### src/rtl/flash_pwr_pkg.sv
package flash_pwr_pkg;

  localparam logic [7:0] OP_WREN  = 8'h06;
  localparam logic [7:0] OP_PP    = 8'h02;
  localparam logic [7:0] OP_SE    = 8'hD8;
  localparam logic [7:0] OP_BE    = 8'hC7;
  localparam logic [7:0] OP_WRSR  = 8'h01;
  localparam logic [7:0] OP_READ  = 8'h03;
  localparam logic [7:0] OP_FREAD = 8'h0B;
  localparam logic [7:0] OP_DPD   = 8'hB9;
  localparam logic [7:0] OP_WAKE  = 8'hAB;

  typedef enum logic [1:0] {
    CLS_READ  = 2'd0,
    CLS_WRITE = 2'd1,
    CLS_OTHER = 2'd2
  } cmd_class_e;

  // Class of an opcode for power-up gating.
  function automatic cmd_class_e classify(input logic [7:0] code);
    case (code)
      OP_WREN, OP_PP, OP_SE, OP_BE, OP_WRSR: classify = CLS_WRITE;
      OP_READ, OP_FREAD:                     classify = CLS_READ;
      default:                               classify = CLS_OTHER;
    endcase
  endfunction

  // Opcodes that start a busy cycle when the latch is set.
  function automatic logic is_modify(input logic [7:0] code);
    is_modify = (code == OP_PP) || (code == OP_SE) ||
                (code == OP_BE) || (code == OP_WRSR);
  endfunction

endpackage

### src/rtl/power_delay_timer.sv
module power_delay_timer #(
  parameter int LIMIT = 16
) (
  input  logic clk,
  input  logic clear,
  output logic done
);
  localparam int W = $clog2(LIMIT + 1);
  localparam logic [W-1:0] TERM = W'(LIMIT);

  logic [W-1:0] cnt;

  always_ff @(posedge clk) begin
    if (clear)            cnt <= '0;
    else if (cnt != TERM) cnt <= cnt + 1'b1;
  end

  assign done = (cnt == TERM);

  // once expired, the timer stays expired until cleared
  a_r2_done_sticky: assert property (@(posedge clk) disable iff (clear)
    done |=> done);

endmodule

### src/rtl/flash_status_regs.sv
module flash_status_regs #(
  parameter int BUSY_CYCLES = 8
) (
  input  logic clk,
  input  logic rst,
  input  logic set_wel,
  input  logic start_busy,
  input  logic enter_dp,
  input  logic leave_dp,
  output logic wel,
  output logic wip,
  output logic dpd
);
  localparam int BW = (BUSY_CYCLES > 1) ? $clog2(BUSY_CYCLES) : 1;
  localparam logic [BW-1:0] LAST = BW'(BUSY_CYCLES - 1);

  logic [BW-1:0] busy_cnt;

  always_ff @(posedge clk) begin
    if (rst) begin
      wel      <= 1'b0;
      wip      <= 1'b0;
      dpd      <= 1'b0;
      busy_cnt <= '0;
    end else begin
      if (start_busy) begin
        wip      <= 1'b1;
        wel      <= 1'b0;
        busy_cnt <= '0;
      end else begin
        if (set_wel) wel <= 1'b1;
        if (wip) begin
          if (busy_cnt == LAST) wip <= 1'b0;
          else                  busy_cnt <= busy_cnt + 1'b1;
        end
      end
      if (enter_dp)      dpd <= 1'b1;
      else if (leave_dp) dpd <= 1'b0;
    end
  end

  // reset leaves every status bit cleared
  a_r6_reset_clears: assert property (@(posedge clk)
    rst |=> (!wel && !wip && !dpd));

  // starting a busy cycle drops the latch and raises progress
  a_r10_busy_drops_wel: assert property (@(posedge clk) disable iff (rst)
    start_busy |=> (wip && !wel));

endmodule

### src/rtl/flash_pwrup_guard.sv
module flash_pwrup_guard
  import flash_pwr_pkg::*;
#(
  parameter int WR_DELAY    = 40,
  parameter int SEL_DELAY   = 12,
  parameter int BUSY_CYCLES = 8
) (
  input  logic       clk,
  input  logic       above_wi,
  input  logic       above_min,
  input  logic       instr_valid,
  input  logic [7:0] instr_code,
  output logic       core_rst,
  output logic       read_ok,
  output logic       write_ok,
  output logic       instr_accept,
  output logic       instr_ignore,
  output logic       wel,
  output logic       wip,
  output logic       deep_pd
);

  // Named internal events
  logic       wr_done, sel_done;
  logic       sel_clear;
  logic       permit;
  cmd_class_e cls;
  logic       take_wren, take_modify, take_dp, take_wake;

  assign core_rst  = ~above_wi;
  assign sel_clear = ~above_wi | ~above_min;

  power_delay_timer #(.LIMIT(WR_DELAY)) u_wr_timer (
    .clk   (clk),
    .clear (core_rst),
    .done  (wr_done)
  );

  power_delay_timer #(.LIMIT(SEL_DELAY)) u_sel_timer (
    .clk   (clk),
    .clear (sel_clear),
    .done  (sel_done)
  );

  assign read_ok  = above_wi & above_min & sel_done;
  assign write_ok = read_ok & wr_done;

  assign cls = classify(instr_code);

  always_comb begin
    if (deep_pd)               permit = read_ok & (instr_code == OP_WAKE);
    else if (cls == CLS_WRITE) permit = write_ok;
    else                       permit = read_ok;
  end

  assign instr_accept = instr_valid & permit;
  assign instr_ignore = instr_valid & ~permit;

  assign take_wren   = instr_accept & (instr_code == OP_WREN);
  assign take_modify = instr_accept & is_modify(instr_code) & wel & ~wip;
  assign take_dp     = instr_accept & (instr_code == OP_DPD);
  assign take_wake   = instr_accept & (instr_code == OP_WAKE) & deep_pd;

  flash_status_regs #(.BUSY_CYCLES(BUSY_CYCLES)) u_status (
    .clk        (clk),
    .rst        (core_rst),
    .set_wel    (take_wren),
    .start_busy (take_modify),
    .enter_dp   (take_dp),
    .leave_dp   (take_wake),
    .wel        (wel),
    .wip        (wip),
    .dpd        (deep_pd)
  );

  // the latch only rises after an enable-write strobe
  a_r9_wel_from_wren: assert property (@(posedge clk) disable iff (core_rst)
    $rose(wel) |-> $past(instr_valid && instr_code == OP_WREN));

  // a dropped strobe leaves the latch and power state alone
  a_r5_ignore_no_effect: assert property (@(posedge clk) disable iff (core_rst)
    instr_ignore |=> ($stable(wel) && $stable(deep_pd)));

  // a busy cycle only begins while the latch is set
  a_r10_wip_needs_wel: assert property (@(posedge clk) disable iff (core_rst)
    $rose(wip) |-> $past(wel));

  // read permission only appears with the rail at operating level
  a_r3_read_after_min: assert property (@(posedge clk) disable iff (core_rst)
    $rose(read_ok) |-> $past(above_min));

  // nothing is accepted while the core is held in reset
  a_r1_reset_blocks: assert property (@(posedge clk)
    core_rst |-> !instr_accept);

endmodule

### config.mk
export PLATFORM = sky130hd
export DESIGN_NAME = flash_pwrup_guard
export DESIGN_NICKNAME = d
export VERILOG_FILES = /design/src/rtl/flash_pwr_pkg.sv /design/src/rtl/power_delay_timer.sv /design/src/rtl/flash_status_regs.sv /design/src/rtl/flash_pwrup_guard.sv
export SDC_FILE = /design/constraint.sdc
export NUM_CORES = 1
export LEC_CHECK = 0
export ABC_AREA = 1
export CORE_ASPECT_RATIO = 1.2
export CORE_MARGIN = 2
export CORE_UTILIZATION = 30
export CTS_CLUSTER_SIZE = 20
export DETAILED_ROUTE_END_ITERATION = 10
export DONT_BUFFER_PORTS = 1
export GPL_TIMING_DRIVEN = 0
export HOLD_SLACK_MARGIN = 0.08
export PLACE_DENSITY = 0.48
export SETUP_SLACK_MARGIN = 0.5
export SYNTH_ARGS = -nofsm -noshare
export SYNTH_HDL_FRONTEND = slang
export SYNTH_SLANG_ARGS = --single-unit
### constraint.sdc
create_clock -name clk -period 1.38 [get_ports clk]
set_input_delay 0.138 -clock clk [delete_from_list [all_inputs] [get_ports clk]]
set_output_delay 0.138 -clock clk [all_outputs]
set_load 0.02 [all_outputs]
### Yosys cells after proc, flatten, opt, wreduce, memory -nomap -nowiden

Index checks and enable logic that the tools add are counted.

| storage, ports and cells | value |
|---|---|
| input port bits | 12 |
| word-level logic and storage cells | 59 |
| bits in registers | 16 |

| cells by class | value |
|---|---|
| equal/unequal tests | 15 |
| bitwise operators | 19 |
| reductions and logical operators | 8 |
| muxes and demuxes | 8 |
| $add $sub $neg | 3 |

Operators by type and width:

| cell | number |
|---|---|
| $eq 8x8->1 const B | 4 |
| $eq 8x2->1 const B | 2 |
| $and 1x1->1 | 13 |
| $eq 8x1->1 const B | 1 |
| $eq 8x3->1 const B | 1 |
| $eq 8x4->1 const B | 1 |
| $mux 1 | 7 |
| $add 6x1->6 const B | 1 |
| $eq 6x6->1 const B | 1 |
| $ne 6x6->1 const B | 1 |
| $not 1->1 | 5 |
| $reduce_or 5->1 | 1 |
| $add 4x1->4 const B | 1 |
| $eq 4x4->1 const B | 1 |
| $ne 4x4->1 const B | 1 |
| $pmux 2 s2 | 1 |
| $reduce_or 2->1 | 2 |
| $add 3x1->3 const B | 1 |
| $eq 3x3->1 const B | 1 |
| $logic_or 1x1->1 | 3 |
| $eq 2x1->1 const B | 1 |
| $reduce_and 2->1 | 1 |
| $reduce_bool 2->1 | 1 |
| $or 1x1->1 | 1 |

### Longest topological paths before layout

| logic depth | value |
|---|---|
| word-level depth | 11 |
| mapped depth | 11 |

### Modules after synthesis

From an unflattened synthesis, not the netlist that was laid out.

| unflattened totals | value |
|---|---|
| cell total of the unflattened synthesis | 164 |
| area, all modules | 1,082.3 µm² |

Modules (own cells, without submodules):

| module | times used | cells each | area an instance (µm²) | seq. area each (µm²) |
|---|---|---|---|---|
| flash_pwrup_guard | 1 | 65 | 314.1 | 0.0 |
| power_delay_timer (u_wr_timer) | 1 | 42 | 309.0 | 120.1 |
| flash_status_regs | 1 | 32 | 246.5 | 120.1 |
| power_delay_timer (u_sel_timer) | 1 | 25 | 212.7 | 80.1 |

### Worst setup path after synthesis

OpenSTA, ideal clock, no wires.

| path | value |
|---|---|
| path type | register to register |
| from | register u_sel_timer.cnt[0] |
| to | register u_status.busy_cnt[1] |
| period minus slack after synthesis | 1.548 ns |
| data arrival time | 1.433 ns |
| path buffers | 0 |
| data required time | 1.264 ns |
| path slack | -0.168 ns |
| stages on the path, launching flop included | 12 |
| cell sequence | dfxtp_1 -> inv_1 -> ha_1 -> nand3_1 -> inv_1 -> nand2_2 -> a21oi_4 -> nand2_2 -> nor2_4 -> nand2_2 -> nand2_2 -> nor2_1 |

| between the ends | value |
|---|---|
| longest elaborated chain between the ends | 10 |

Ends and longest elaborated chain:

| element | RTL line | text |
|---|---|---|
| start, declared | power_delay_timer.sv:11 | `logic [W-1:0] cnt;` |
| start signal, assigned | power_delay_timer.sv:15 | `else if (cnt != TERM) cnt <= cnt + 1'b1;` |
| $eq 4x4->1 (*) | power_delay_timer.sv:18 | `assign done = (cnt == TERM);` |
| $and 1x1->1 (*) | flash_pwrup_guard.sv:45 | `assign read_ok = above_wi & above_min & sel_done;` |
| $and 1x1->1 | flash_pwrup_guard.sv:46 | `assign write_ok = read_ok & wr_done;` |
| $mux 1 | flash_pwrup_guard.sv:52 | `else if (cls == CLS_WRITE) permit = write_ok;` |
| $mux 1 (*) | flash_pwrup_guard.sv:51 | `if (deep_pd) permit = read_ok & (instr_code == OP_WAKE);` |
| $and 1x1->1 (*) | flash_pwrup_guard.sv:56 | `assign instr_accept = instr_valid & permit;` |
| net instr_accept | flash_pwrup_guard.sv:16 | `output logic instr_accept,` |
| $and 1x1->1 (*) (3 in series) | flash_pwrup_guard.sv:60 | `assign take_modify = instr_accept & is_modify(instr_code) & wel & ~wip;` |
| $reduce_or 2->1 (no source line) (*) | - |  |
| end signal, assigned | flash_status_regs.sv:34 | `else busy_cnt <= busy_cnt + 1'b1;` |
| end, declared | flash_status_regs.sv:17 | `logic [BW-1:0] busy_cnt;` |

Mark *: on every way through the listed nets, which the timed path passes. The rest lies on a longest branch.
A chain may end at the register's enable or synchronous reset.

### Final worst setup path

| path | value |
|---|---|
| from | register u_sel_timer.cnt[0] |
| to | output port instr_ignore |

| between the ends | value |
|---|---|
| longest elaborated chain between the ends | 7 |

Ends and longest elaborated chain:

| element | RTL line | text |
|---|---|---|
| $eq 4x4->1 (*) | power_delay_timer.sv:18 |  |
| $and 1x1->1 (*) | flash_pwrup_guard.sv:45 |  |
| $and 1x1->1 | flash_pwrup_guard.sv:46 |  |
| $mux 1 | flash_pwrup_guard.sv:52 |  |
| $mux 1 (*) | flash_pwrup_guard.sv:51 |  |
| $not 1->1 (*) | flash_pwrup_guard.sv:57 | `assign instr_ignore = instr_valid & ~permit;` |
| $and 1x1->1 (*) | flash_pwrup_guard.sv:57 |  |
| end, declared | flash_pwrup_guard.sv:17 | `output logic instr_ignore,` |

Mark *: on every way between the ends. The rest lies on a longest branch, timed or not.

==> flow_summary.rst <==
.. list-table::
   :header-rows: 1

   * - Metric
     - Value
   * - Violations in the final reports
     - setup timing
   * - Number of DRC violations after detailed-routing iteration 0
     - 51
   * - Instance count of the mapped netlist
     - 139
   * - Proportion of register bits with asynchronous set or reset after synthesis
     - 0
   * - Number of global-route vias before repair
     - 979
   * - Die Outline Area
     - 3870 um2
   * - Arithmetic-cell share of the synthesized area counting full adders, half adders and majority gates
     - 0.0739
   * - Hold endpoint
     - u_status.dpd$_SDFFE_PN0P_
   * - Avg WL per Cell
     - 12.5 um
   * - First-pass iteration count of the detailed router
     - 2
   * - Die span in y
     - 67.8 um
   * - Top cells by area in the synthesized netlist
     - dfxtp_1 32%, inv_1 7.8%, ha_1 7.4%
   * - Number of vias in the routed layout
     - 966
   * - CP max FO
     - 4
   * - Clock buffer depth
     - 2
   * - Count of buffers from port buffering
     - 0
   * - Area of the mapped netlist
     - 1020 um2
   * - Met3 wirelength from detailed routing
     - 96 um
   * - Global-route wire length before repair
     - 4050 um
   * - Largest net degree at the start of global routing
     - 10
   * - Data arrival time of the critical path
     - 1.42 ns
   * - Number of diodes
     - 0
   * - Run status
     - finished with violations
   * - Core Box Area
     - 3280 um2
   * - Critical path data required time
     - 1.24 ns
   * - Number of stages on the worst hold path
     - 3
   * - Area fraction in compound gates after synthesis
     - 0.124
   * - Leakage power
     - 0.633 nW
   * - Effective utilization at floorplan
     - 0.310
   * - Clk_lat worst skew
     - 0.25 ns
   * - Met2 routed WL
     - 1450 um
   * - Most repeated cell in the gate-level netlist after synthesis
     - inv_1
   * - Path category of the worst min-delay check
     - input port to flip-flop
   * - Die width
     - 57.1 um
   * - Register cell area after layout
     - 339 um2
   * - Mux share of post-synthesis cell area
     - 0.0197
   * - Metal-1 WL
     - 958 um
   * - Class of the most critical setup path
     - flip-flop to output port
   * - Most used standard cells in the synthesized netlist
     - 21 x inv_1, 20 x nand2_1, 17 x nor2_1
   * - All-layer global routing usage
     - 0.136
   * - Slew at the pin closest to its max-slew limit
     - 0.373 ns
   * - Part of the Yosys area used for sequential elements
     - 0.315
   * - Per-instance average area after synthesis
     - 7.31 um2
   * - WL final
     - 2520 um
   * - Clock input transition at the sequential cells of the worst setup and hold paths
     - 0.07 ns
   * - Area share of and/or/nand/nor cells after synthesis
     - 0.333
   * - Syn-to-layout area delta
     - 47.4%
   * - Fraction of post-synthesis cell area in the top cell type by area
     - 0.315
   * - Standard-cell row count
     - 23
   * - Worst Min Path Start
     - instr_valid
   * - Maximum frequency from static timing analysis
     - 642 MHz
   * - DP Wirelength
     - 1680 um
   * - CP Launch Type
     - flip-flop
   * - Kind of end point of the critical path
     - output port
   * - Area of the multi-input gates
     - 744 um2
   * - Count of filler cells inserted in the layout
     - 353
   * - Worst IR drop on VDD
     - 0.000403 V
   * - R2R Setup Slk
     - -0.15 ns
   * - Post-Place Setup Slack
     - -0.261 ns
   * - Congestion Overflow GR
     - 0
   * - Post-detailed-placement cell area
     - 1120 um2
   * - Library cell occupying the most area in the post-synthesis netlist
     - dfxtp_1
   * - Most common flop cell mapped by yosys
     - dfxtp_1
   * - RSZ-0062 raised after global routing
     - true
   * - Slew Limit Fails
     - 0
   * - Path depth of the worst reg2reg path
     - 11
   * - Final core utilization
     - 0.457
   * - Clock tree from TritonCTS
     - done
   * - Number of antenna violations at the first check in global routing
     - 0
   * - Via density per instance
     - 4.78
   * - CTS H-tree depth
     - 1
   * - XOR/XNOR Fraction of Synth Area
     - 0.0345
   * - Cts bufs inserted
     - 3
   * - Area of all placed cells without fillers
     - 1500 um2
   * - Remaining antenna violation count after routing
     - 0
   * - Placer Congestion
     - 0.764
   * - Shortest clock period the worst path allows after layout
     - 1.56 ns
   * - Setup-failing EPs final
     - 10
   * - Library cell used as clock root buffer
     - clkbuf_8
   * - Period Utilization, post-route
     - 1.13
   * - Final Hold Vio Count
     - 0
   * - Worst r2r dst
     - u_status.busy_cnt[1]$_SDFFE_PP0P_
   * - I/O pin count
     - 20
   * - Dominant combinational cell family by area after synthesis
     - simple AND/OR/NAND/NOR gates
   * - Synthesis-stage register bit count
     - 16
   * - Final WS setup
     - -0.177 ns
   * - Synth unique cells
     - 26
   * - Total power density per cell area
     - 700 nW/um2
   * - Uppermost layer routed
     - met4
   * - Relative slew margins
     - 0.751
   * - CTS sink count
     - 16
   * - Layout cell share with drive strength beyond 1
     - 0.491
   * - Synth warn
     - 0
   * - DRC errors left
     - 0
   * - Final hold slack
     - 0.126 ns
   * - Maxcap violations
     - 0
   * - Post-synth net total
     - 157
   * - Number of nets in the final layout
     - 184
   * - Setup clock skew after layout
     - 0.00387 ns
   * - Number of synthesized flops with an enable pin
     - 0
   * - Worst reg2reg startpoint
     - u_sel_timer.cnt[0]$_SDFFE_PP0P_
==> repair_timing <==
item	CTS	global route
pin swaps	6	6
gates cloned	0	0
setup endpoints to repair	20	21
hold buffers	4	0
resized for setup	22	20
endpoints found under the hold margin	9	0
setup buffers	16	2
==> area by class of cell <==
cell class | instances | area share
sequential | 16 | 0.226
clock buffer | 4 | 0.0368
multi-input combinational | 96 | 0.497
timing repair buffer | 22 | 0.135
tap | 37 | 0.0309
inverter | 27 | 0.0744
==> cells in the final DEF, fill, tap and decap left out <==
cell type and count:
ha_1 2, dlygate4sd3_1 4, o21ai_2 3, o21ai_1 3
inv_4 4, buf_6 7, xnor2_1 1, mux2i_1 2
a21oi_1 8, nor2_4 5, nand4_1 3, nor2_1 13
nand3_4 4, nor4_1 1, buf_4 11, dfxtp_1 7
clkbuf_8 4, nor2_2 1, nor3_2 1, nand3_2 2
a211oi_1 1, nor3_1 3, dfxtp_2 6, nand2_2 9
xor2_1 2, ha_2 1, inv_2 9, xnor2_2 1
nand2_1 19, ha_4 3, nand2_4 3, nand3_1 1
dfxtp_4 3, a21oi_4 2, o21bai_4 1, inv_1 14
a21oi_2 1
==> layer usage <==
metal	vias up	GRT usage
li1	496	-
met4	0	0.0523
met2	15	0.274
met3	2	0.0211
met1	453	0.139
met5	-	0
==> power by group <==
group / internal (mW) / switching, mW
clock: 0.253 / 0.158
combinational: 0.0683 / 0.0827
sequential: 0.472 / 0.0138
total: 0.793 / 0.255
==> metrics by stage <==
| stage | total power [mW] | setup TNS, ns | std cells |
|---|---|---|---|
| after floorplan | 0.577 | -0.495 | 139 |
| after global placement | 0.590 | -1.24 | 176 |
| after detailed placement | 0.594 | -1.36 | 176 |
| after CTS | 1.04 | -1.21 | 200 |
| after global routing | 1.10 | -2.24 | 202 |
| final | 1.05 | -1.35 | 202 |
==> flip-flops by register name, indices dropped and copies added, names as in the netlist <==
name	count
u_sel_timer.cnt	4
u_status.busy_cnt	3
u_status.dpd	1
u_status.wel	1
u_status.wip	1
u_wr_timer.cnt	6
==> critical path, cell delays in order, from the launching register on <==
cell and delay, ns:
dfxtp_4 0.35, inv_2 0.04, ha_4 0.16, nand3_4 0.09
inv_4 0.04, nand2_4 0.08, a21oi_4 0.04, buf_4 0.15
a21oi_4 0.22
==> cell families after synthesis <==
| kind of cell | count (synthesis) |
|---|---|
| simple gates | 65 |
| buf+inv | 27 |
| compound gates | 19 |
| flops | 16 |
| fa+ha+maj | 6 |
| xor+xnor | 4 |
| mux | 2 |
==> worst max-delay path by stage <==
stage / startpoint / to / slack [ns]
floorplan: u_sel_timer.cnt[1]$_SDFFE_PP0P_ / u_status.busy_cnt[1]$_SDFFE_PP0P_ / -0.11
global placement: u_sel_timer.cnt[1]$_SDFFE_PP0P_ / u_status.busy_cnt[0]$_SDFFE_PP0P_ / -0.24
detailed placement: u_sel_timer.cnt[1]$_SDFFE_PP0P_ / u_status.busy_cnt[1]$_SDFFE_PP0P_ / -0.26
CTS: u_sel_timer.cnt[0]$_SDFFE_PP0P_ / instr_accept / -0.17
global route: u_sel_timer.cnt[0]$_SDFFE_PP0P_ / instr_accept / -0.25
finish: u_sel_timer.cnt[0]$_SDFFE_PP0P_ / instr_ignore / -0.18
Note: power is estimated with default switching activity, not from simulation.
